### config.mk
export PLATFORM = sky130hd
export DESIGN_NAME = adc_seq_ctrl
export DESIGN_NICKNAME = d
export VERILOG_FILES = /design/src/rtl/adc_seq_pkg.sv /design/src/rtl/adc_ctrl_regs.sv /design/src/rtl/adc_sar_core.sv /design/src/rtl/adc_result_regs.sv /design/src/rtl/adc_seq_ctrl.sv
export SDC_FILE = /design/constraint.sdc
export NUM_CORES = 1
export LEC_CHECK = 0
export ABC_AREA = 1
export BUFFER_PORTS_ARGS = -buffer_cell sky130_fd_sc_hd__buf_2
export CORE_ASPECT_RATIO = 0.6
export CORE_MARGIN = 1.5
export CORE_UTILIZATION = 50
export DETAILED_ROUTE_END_ITERATION = 12
export PLACE_DENSITY_LB_ADDON = 0.1
export SLEW_MARGIN = 0
export SYNTH_ARGS = -nofsm -noshare
export SYNTH_HDL_FRONTEND = slang
export SYNTH_SLANG_ARGS = --single-unit
### constraint.sdc
create_clock -name clk -period 2.15 [get_ports clk]
set_clock_uncertainty 0.05 [all_clocks]
set_input_delay 0.215 -clock clk [delete_from_list [all_inputs] [get_ports clk]]
set_output_delay 0.215 -clock clk [all_outputs]
set_load 0.01 [all_outputs]
### src/rtl/adc_seq_pkg.sv
`timescale 1ns/1ps
package adc_seq_pkg;
  typedef enum logic [1:0] {
    MODE_STOP = 2'b00,
    MODE_ONCE = 2'b01,
    MODE_RSVD = 2'b10,
    MODE_LOOP = 2'b11
  } conv_mode_e;

  typedef enum logic [1:0] {
    SQ_IDLE   = 2'd0,
    SQ_SAMPLE = 2'd1,
    SQ_DECIDE = 2'd2
  } sq_state_e;

  localparam int REG_AW = 2;
  localparam logic [REG_AW-1:0] RA_CTRL = 2'd0;
  localparam logic [REG_AW-1:0] RA_STAT = 2'd1;
  localparam logic [REG_AW-1:0] RA_RLO  = 2'd2;
  localparam logic [REG_AW-1:0] RA_RHI  = 2'd3;

  localparam int CTL_START_BIT = 2;
  localparam int CTL_EN_BIT    = 3;
  localparam int CTL_CHAN_LSB  = 4;

  function automatic logic mode_runs(input logic [1:0] m);
    return (m == MODE_ONCE) || (m == MODE_LOOP);
  endfunction
endpackage

### src/rtl/adc_ctrl_regs.sv
`timescale 1ns/1ps
module adc_ctrl_regs
  import adc_seq_pkg::*;
#(
  parameter int DATA_W = 8,
  parameter int CH_W   = 4
) (
  input  logic              clk,
  input  logic              rst_n,
  input  logic              wr_en,
  input  logic [REG_AW-1:0] wr_addr,
  input  logic [DATA_W-1:0] wr_data,
  input  logic              busy,
  output logic [1:0]        mode,
  output logic              ain_en,
  output logic [CH_W-1:0]   chan,
  output logic              start_evt,
  output logic              abort_evt
);
  logic            ctrl_wr;
  logic [1:0]      wr_mode;
  logic            wr_start;
  logic            wr_en_bit;
  logic [CH_W-1:0] wr_chan;

  always_comb begin
    ctrl_wr   = wr_en && (wr_addr == RA_CTRL);
    wr_mode   = wr_data[1:0];
    wr_start  = wr_data[CTL_START_BIT];
    wr_en_bit = wr_data[CTL_EN_BIT];
    wr_chan   = wr_data[CTL_CHAN_LSB +: CH_W];
    abort_evt = ctrl_wr && busy && (wr_mode == MODE_STOP);
    start_evt = ctrl_wr && !busy && wr_start && wr_en_bit && mode_runs(wr_mode);
  end

  always_ff @(posedge clk or negedge rst_n) begin
    if (!rst_n) begin
      mode   <= MODE_STOP;
      ain_en <= 1'b0;
      chan   <= '0;
    end else if (ctrl_wr && !busy) begin
      mode   <= wr_mode;
      ain_en <= wr_en_bit;
      chan   <= wr_chan;
    end else if (abort_evt) begin
      mode   <= MODE_STOP;
    end
  end
endmodule

### src/rtl/adc_sar_core.sv
`timescale 1ns/1ps
module adc_sar_core
  import adc_seq_pkg::*;
#(
  parameter int RES_W = 10
) (
  input  logic             clk,
  input  logic             rst_n,
  input  logic             start,
  input  logic             abort,
  input  logic             loop_mode,
  input  logic             cmp_in,
  output logic [RES_W-1:0] dac_code,
  output logic             sampling,
  output logic             busy,
  output logic             conv_done,
  output logic [RES_W-1:0] conv_value
);
  localparam int IDX_W = $clog2(RES_W);
  localparam logic [IDX_W-1:0] TOP_IDX = IDX_W'(RES_W - 1);

  sq_state_e        state_q;
  logic [IDX_W-1:0] idx_q;
  logic [RES_W-1:0] acc_q;
  logic [RES_W-1:0] trial;
  logic [RES_W-1:0] next_acc;
  logic             deciding;

  function automatic logic [RES_W-1:0] trial_code(input logic [RES_W-1:0] kept,
                                                  input logic [IDX_W-1:0] bit_i);
    return kept | (RES_W'(1) << bit_i);
  endfunction

  always_comb begin
    deciding   = (state_q == SQ_DECIDE);
    trial      = trial_code(acc_q, idx_q);
    next_acc   = (deciding && cmp_in) ? trial : acc_q;
    dac_code   = deciding ? trial : '0;
    sampling   = (state_q == SQ_SAMPLE);
    busy       = (state_q != SQ_IDLE);
    conv_done  = deciding && (idx_q == '0) && !abort;
    conv_value = next_acc;
  end

  always_ff @(posedge clk or negedge rst_n) begin
    if (!rst_n) begin
      state_q <= SQ_IDLE;
      idx_q   <= '0;
      acc_q   <= '0;
    end else if (abort) begin
      state_q <= SQ_IDLE;
      idx_q   <= '0;
      acc_q   <= '0;
    end else begin
      case (state_q)
        SQ_IDLE: if (start) begin
          state_q <= SQ_SAMPLE;
          acc_q   <= '0;
        end
        SQ_SAMPLE: begin
          state_q <= SQ_DECIDE;
          idx_q   <= TOP_IDX;
        end
        SQ_DECIDE: begin
          acc_q <= next_acc;
          if (idx_q == '0) begin
            if (loop_mode) begin
              state_q <= SQ_SAMPLE;
              acc_q   <= '0;
            end else begin
              state_q <= SQ_IDLE;
            end
          end else begin
            idx_q <= idx_q - 1'b1;
          end
        end
        default: state_q <= SQ_IDLE;
      endcase
    end
  end
endmodule

### src/rtl/adc_result_regs.sv
`timescale 1ns/1ps
module adc_result_regs #(
  parameter int RES_W = 10
) (
  input  logic             clk,
  input  logic             rst_n,
  input  logic             conv_done,
  input  logic [RES_W-1:0] conv_value,
  input  logic             hi_read,
  output logic [RES_W-1:0] result,
  output logic             eoc,
  output logic             irq
);
  always_ff @(posedge clk or negedge rst_n) begin
    if (!rst_n) begin
      result <= '0;
      eoc    <= 1'b0;
      irq    <= 1'b0;
    end else begin
      irq <= conv_done;
      if (conv_done) begin
        result <= conv_value;
        eoc    <= 1'b1;
      end else if (hi_read) begin
        eoc    <= 1'b0;
      end
    end
  end
endmodule

### src/rtl/adc_seq_ctrl.sv
`timescale 1ns/1ps
module adc_seq_ctrl
  import adc_seq_pkg::*;
#(
  parameter int RES_W  = 10,
  parameter int DATA_W = 8,
  parameter int CH_W   = 4
) (
  input  logic              clk,
  input  logic              rst_n,
  input  logic              wr_en,
  input  logic [1:0]        wr_addr,
  input  logic [DATA_W-1:0] wr_data,
  input  logic              rd_en,
  input  logic [1:0]        rd_addr,
  output logic [DATA_W-1:0] rd_data,
  input  logic              cmp_in,
  output logic [RES_W-1:0]  dac_code,
  output logic              sample_en,
  output logic [CH_W-1:0]   chan_out,
  output logic              ain_en_out,
  output logic              busy,
  output logic              eoc,
  output logic              irq
);
  localparam int LO_BITS = RES_W - DATA_W;
  localparam int LO_PAD  = DATA_W - LO_BITS;
  localparam int ST_PAD  = DATA_W - 2;

  logic [1:0]       mode;
  logic             start_evt;
  logic             abort_evt;
  logic             conv_done;
  logic [RES_W-1:0] conv_value;
  logic [RES_W-1:0] result;
  logic             hi_read;

  function automatic logic [DATA_W-1:0] pack_ctrl(input logic [CH_W-1:0] c,
                                                  input logic e, input logic [1:0] m);
    return {c, e, 1'b0, m};
  endfunction

  function automatic logic [DATA_W-1:0] pack_stat(input logic b, input logic d);
    return {{ST_PAD{1'b0}}, d, b};
  endfunction

  function automatic logic [DATA_W-1:0] res_lo_byte(input logic [RES_W-1:0] r);
    return {r[LO_BITS-1:0], {LO_PAD{1'b0}}};
  endfunction

  function automatic logic [DATA_W-1:0] res_hi_byte(input logic [RES_W-1:0] r);
    return r[RES_W-1 -: DATA_W];
  endfunction

  assign hi_read = rd_en && (rd_addr == RA_RHI);

  adc_ctrl_regs #(.DATA_W(DATA_W), .CH_W(CH_W)) u_regs (
    .clk(clk), .rst_n(rst_n), .wr_en(wr_en), .wr_addr(wr_addr), .wr_data(wr_data),
    .busy(busy), .mode(mode), .ain_en(ain_en_out), .chan(chan_out),
    .start_evt(start_evt), .abort_evt(abort_evt)
  );

  adc_sar_core #(.RES_W(RES_W)) u_core (
    .clk(clk), .rst_n(rst_n), .start(start_evt), .abort(abort_evt),
    .loop_mode(mode == MODE_LOOP), .cmp_in(cmp_in), .dac_code(dac_code),
    .sampling(sample_en), .busy(busy), .conv_done(conv_done), .conv_value(conv_value)
  );

  adc_result_regs #(.RES_W(RES_W)) u_res (
    .clk(clk), .rst_n(rst_n), .conv_done(conv_done), .conv_value(conv_value),
    .hi_read(hi_read), .result(result), .eoc(eoc), .irq(irq)
  );

  always_comb begin
    case (rd_addr)
      RA_CTRL: rd_data = pack_ctrl(chan_out, ain_en_out, mode);
      RA_STAT: rd_data = pack_stat(busy, eoc);
      RA_RLO:  rd_data = res_lo_byte(result);
      default: rd_data = res_hi_byte(result);
    endcase
  end
endmodule

# Yosys cells after proc, flatten, opt, wreduce, memory -nomap -nowiden
# Cells that the tools add are included.
# word_totals
output_inout_bits	27
ff_bits	35
romBits	0
mem_count	0
ramBits	0
latch_bits	0
# op_classes
n_bitwise	1
n_eq_ne	11
addsub	1
multipliers	0
n_reduce_logical	27
div	0
shifts	1
mux	20
n_lt_le_gt_ge	0
# ops
cell	count
two-way mux 10 bit	6
case mux 8 bit (3 select lines)	1
case mux 10 bit (2 select lines)	1
logical AND 1 bit	11
== test 2 bit (second input constant)	5
two-way mux 2 bit	5
OR 10 bit	1
left shift 1 x 4 -> 10 bit (first input constant)	1
inequality test 3 x 2 -> 1 bit (second input constant)	3
zero test 2 bit	4
two-way mux 4 bit	2
case mux 4 bit (2 select lines)	1
== test 2 x 1 -> 1 bit (second input constant)	3
case mux 2 bit (3 select lines)	1
AND reduction 2 bit	3
nonzero test 2 bit	3
nonzero test 3 bit	2
zero test 4 bit	1
subtractor 4 x 1 -> 4 bit (second input constant)	1
two-way mux 1 bit	3
zero test 1 bit	2
logical OR 1 bit	1

# Depth between registers and ports, before layout
# logic_depth
word_depth	9
ltp_mapped	9

# Modules after synthesis
# From an unflattened synthesis, not the netlist that was laid out.
# unflattened
hier_cells	287
hier_area_um2	2073.2
# by_module_without_submodules
mod	cells_per_inst	seq_area_each_um2	n_inst	area_per_inst_um2
adc_sar_core	162	400.4	1	1114.8
adc_result_regs	48	300.3	1	446.7
adc_ctrl_regs	40	175.2	1	332.8
adc_seq_ctrl	37	0.0	1	178.9

# Worst setup path before layout
# OpenSTA, ideal clock, no wires.
# synth_timing
path_kind	reg2reg
startpoint	register u_core.state_q[0]
endpoint	register u_core.acc_q[6]
t_required_ps	1983
t_arrival_ps	1397
stages_incl_launch_ff	10
period_less_slack_ps	1565
slack_ps	585
path_cell_list	dfrtp_1 -> inv_1 -> ha_1 -> buf_6 -> nand2_1 -> inv_2 -> a21oi_1 -> nor2_1 -> nand3_1 -> nand2_1
# synth_between
elab_chain_len	8
# synth_lines
item	line_no	text
start, declared	adc_sar_core.sv:22	sq_state_e state_q;
start signal, assigned	adc_sar_core.sv:47	state_q <= SQ_IDLE;
start signal, assigned	adc_sar_core.sv:51	state_q <= SQ_IDLE;
start signal, assigned	adc_sar_core.sv:57	state_q <= SQ_SAMPLE;
branches (longest 8 deep; another with two-way mux 10 bit)	n/a	
end signal, assigned	adc_sar_core.sv:65	acc_q <= next_acc;
end, declared	adc_sar_core.sv:24	logic [RES_W-1:0] acc_q;
# Several ways; the timed one is not identified.
# A chain may end at the register's enable or synchronous reset.

# Final worst setup path
# layout_timing
startpoint	register u_core.state_q[0]
endpoint	output port dac_code[8]
# layout_between
elab_chain_len	2
# layout_lines
item	line_no	text
== test 2 bit	adc_sar_core.sv:35	deciding = (state_q == SQ_DECIDE);
two-way mux 10 bit	adc_sar_core.sv:38	dac_code = deciding ? trial : '0;
end, declared	adc_seq_ctrl.sv:18	output logic [RES_W-1:0] dac_code,
# Every way passes these cells.

==> flow_summary.yaml <==
global_routing:
  grt_max_degree: 36
  grt_use_met3_pct: 6.288
  grt_use_total_pct: 23.14
  grt_pass1_vias: 1635
  grt_util_met1_pct: 35.00
  antenna_found_initial: 0
  use_met2_pct: 31.67
  busiest_layer: "met1"
  grt_first_pass_wirelength_um: 7928
  overflow: 0
drt:
  post-route-drc-count: 0
  ant_nets: 0
  first_pass_iters: 4
  routed_wirelength_um: 4884
  wire_per_inst_um: 12.82
  viasPerCell: 4.948
  via_count: 1885
  initialDrtViolationCount: 118
run:
  drv_cap: 0
clock_network:
  tritoncts: "yes"
  htree_levels: 2
  clockBufferDepth: 2
  cts_setup_buffers: 0
  clkTransAtPathRegs_ns: 0.08
  clk_latency_ns: 0.30
  numClockSinks: 35
  cts_buffers: 5
  cts_root_buf: "clkbuf_8"
sta:
  fin_crit_ns: 2.014
  tightest_slew_ns: 0.7857
  hold_viol: 0
  grt_setup_unrepaired: "no"
  fmax_mhz: 496.6
  drv_slew: 0
  hold_ws_ns: 0.07214
  fin_crit_sh_pct: 93.66
  timing.setup.tns_ns: 0
  setup_viol: 0
  relSlewSlack_pct: 47.62
finish:
  diodes: 0
  instances_no_fill: 381
  drive_above_1_share_pct: 26.17
  area_growth_syn_to_layout_pct: 18.03
  nNetsFinal: 348
synth:
  netlist_area_um2: 2145
  synth-seq-cells: 35
  synth_most_common_cell: "nor2_1"
  async_flop_share_pct: 100.0
  synth_cells: 272
  synth_nets: 300
  yosys.area.top_type_share_pct: 40.84
  ys_seq_area_share_pct: 40.84
  synth-edff-count: 0
  ys_types: 28
  syn_area_per_cell_um2: 7.884
  synth_area_leaders: "dfrtp_1 41%, nor2_1 8.4%, nand2_1 8.2%, nand3_1 7.0%, ha_1 6.4%"
  yosysTopAreaCell: "dfrtp_1"
  synth_ff_type: "dfrtp_1"
  synth_commonest_cells: "48 x nor2_1, 47 x nand2_1, 35 x dfrtp_1"
  yosys_warnings: 0
floorplanning:
  core_um2: 4121
  row_count: 18
  dieHeight_um: 53.73
  pin_count: 44
  die_x_um: 87.55
  die_area_um2: 4704
  start_util_pct: 52.03
worst_setup_path:
  cp.required_ns: 1.88
  slowest_stage: "dfrtp_1"
  slowest_delay_ns: 0.43
  cp-start-kind: "register"
  worstPathArrival_ns: 1.75
  worstSetupPathType: "reg2out"
  cp_max_fo: 10
  crit_chain: "inv_1 -> ha_1 -> buf_4 -> inv_1 -> buf_4 -> a21oi_1 -> buf_2"
  critPathCaptureType: "primary output"
power:
  ir_worst_vdd_mv: 0.6638
  powerDensity_nw_per_um2: 1241
  cellLeakagePower_nw: 1.282
placed_design:
  dp_cells: 372
  dp_hpwl_um: 3671
  place_congestion: 0.8738
  port_buffers: 43
worst_hold_path:
  hold_path_class: "in2reg"
status:
  status: "finished, final reports clean"
[metrics by stage]
stage	utilization (%)	setup WS, ns	cell area (um2)	total power, mW
finish	61.41	0.1363	2531	3.141
floorplan	-	0.5853	2145	2.112
detailed placement	58.44	0.3211	2409	2.532
global route	61.41	0.03390	2531	3.402
CTS	61.41	0.1234	2531	3.152
global placement	58.44	0.3037	2409	2.528
[registers in the layout, summed over array words and instances, names as in the netlist]
register,flops
u_regs.ain_en,1
u_res.result,10
u_core.state_q,2
u_regs.chan,4
u_res.irq,1
u_regs.mode,2
u_core.idx_q,4
u_res.eoc,1
u_core.acc_q,10
[cells in the final DEF (no fill, tap or decap), types with 2 or more instances in the layout]
master / count
o21a_1: 2
ha_1: 11
o21ai_0: 13
a21oi_1: 6
nor2_4: 2
inv_1: 29
clkbuf_8: 5
o22ai_1: 3
nand3_1: 30
buf_2: 43
nor2_1: 48
inv_2: 3
dfrtp_1: 35
nand2_2: 4
nand3_4: 2
a21oi_2: 14
nand4_1: 3
nand2_1: 47
buf_4: 6
o211ai_1: 5
[metal layers]
| layer | vias up | part of all wire, % | wire length [um] |
|---|---|---|---|
| met5 | - | 0 | 0 |
| met4 | 0 | 0.90 | 44 |
| met3 | 5 | 7.1 | 348 |
| met2 | 60 | 39 | 1925 |
| met1 | 846 | 53 | 2566 |
| li1 | 974 | - | - |
[critical path: cells and delay by family, from the launching register on]
kind / cells / cell delay (ns)
AOI/OAI and AO/OA: 1 / 0.13
adders and majority gates: 1 / 0.18
DFF: 1 / 0.43
buffers and inverters: 5 / 0.71
[logic make-up after synthesis]
kind of cell	share of synthesized area [%]
adder cells (fa/ha/maj)	6.418
XOR/XNOR	0.4085
flip-flops	40.84
AND/OR/NAND/NOR	29.00
buffers and inverters	9.101
AO/OA/AOI/OAI	14.24
[power breakdown]
group          internal (mW)  total, mW  switching [mW]
Combinational          0.532       1.49           0.963
Clock                  0.345      0.608           0.263
Sequential             0.879       1.04           0.158
Total                   1.76       3.14            1.38
[what timing repair did]
action / CTS / global route
endpoints found under the hold margin: 35 / 0
gates resized for setup: 0 / 0
hold buffers: 1 / 0
[final timing paths]
check	start	end	slack (ns)	cells past startpoint
setup / recovery	u_core.state_q[0]$_DFFE_PN0P_	dac_code[8]	0.14	7
hold / removal	wr_data[6]	u_regs.chan[2]$_DFFE_PN0N_	0.07	3
setup reg to reg	u_core.idx_q[0]$_DFFE_PN0P_	u_res.result[7]$_DFFE_PN0P_	0.29	7
hold reg to reg	u_core.acc_q[9]$_DFFE_PN0P_	u_core.acc_q[9]$_DFFE_PN0P_	0.44	2
max in group asynchronous	rst_n	u_core.acc_q[8]$_DFFE_PN0P_	1.06	2
min in group asynchronous	rst_n	u_res.result[5]$_DFFE_PN0P_	0.49	2
[layout make-up]
cell class,count,area (um2)
fillers,371,1590
flip-flops and latches,35,875.8
clock inverters,3,43.79
clock buffers,5,68.82
repair buffers,50,270.3
well taps,60,75.07
inverters,33,123.9
multi-input cells,195,1074
Note: power is estimated with default switching activity, not from simulation.
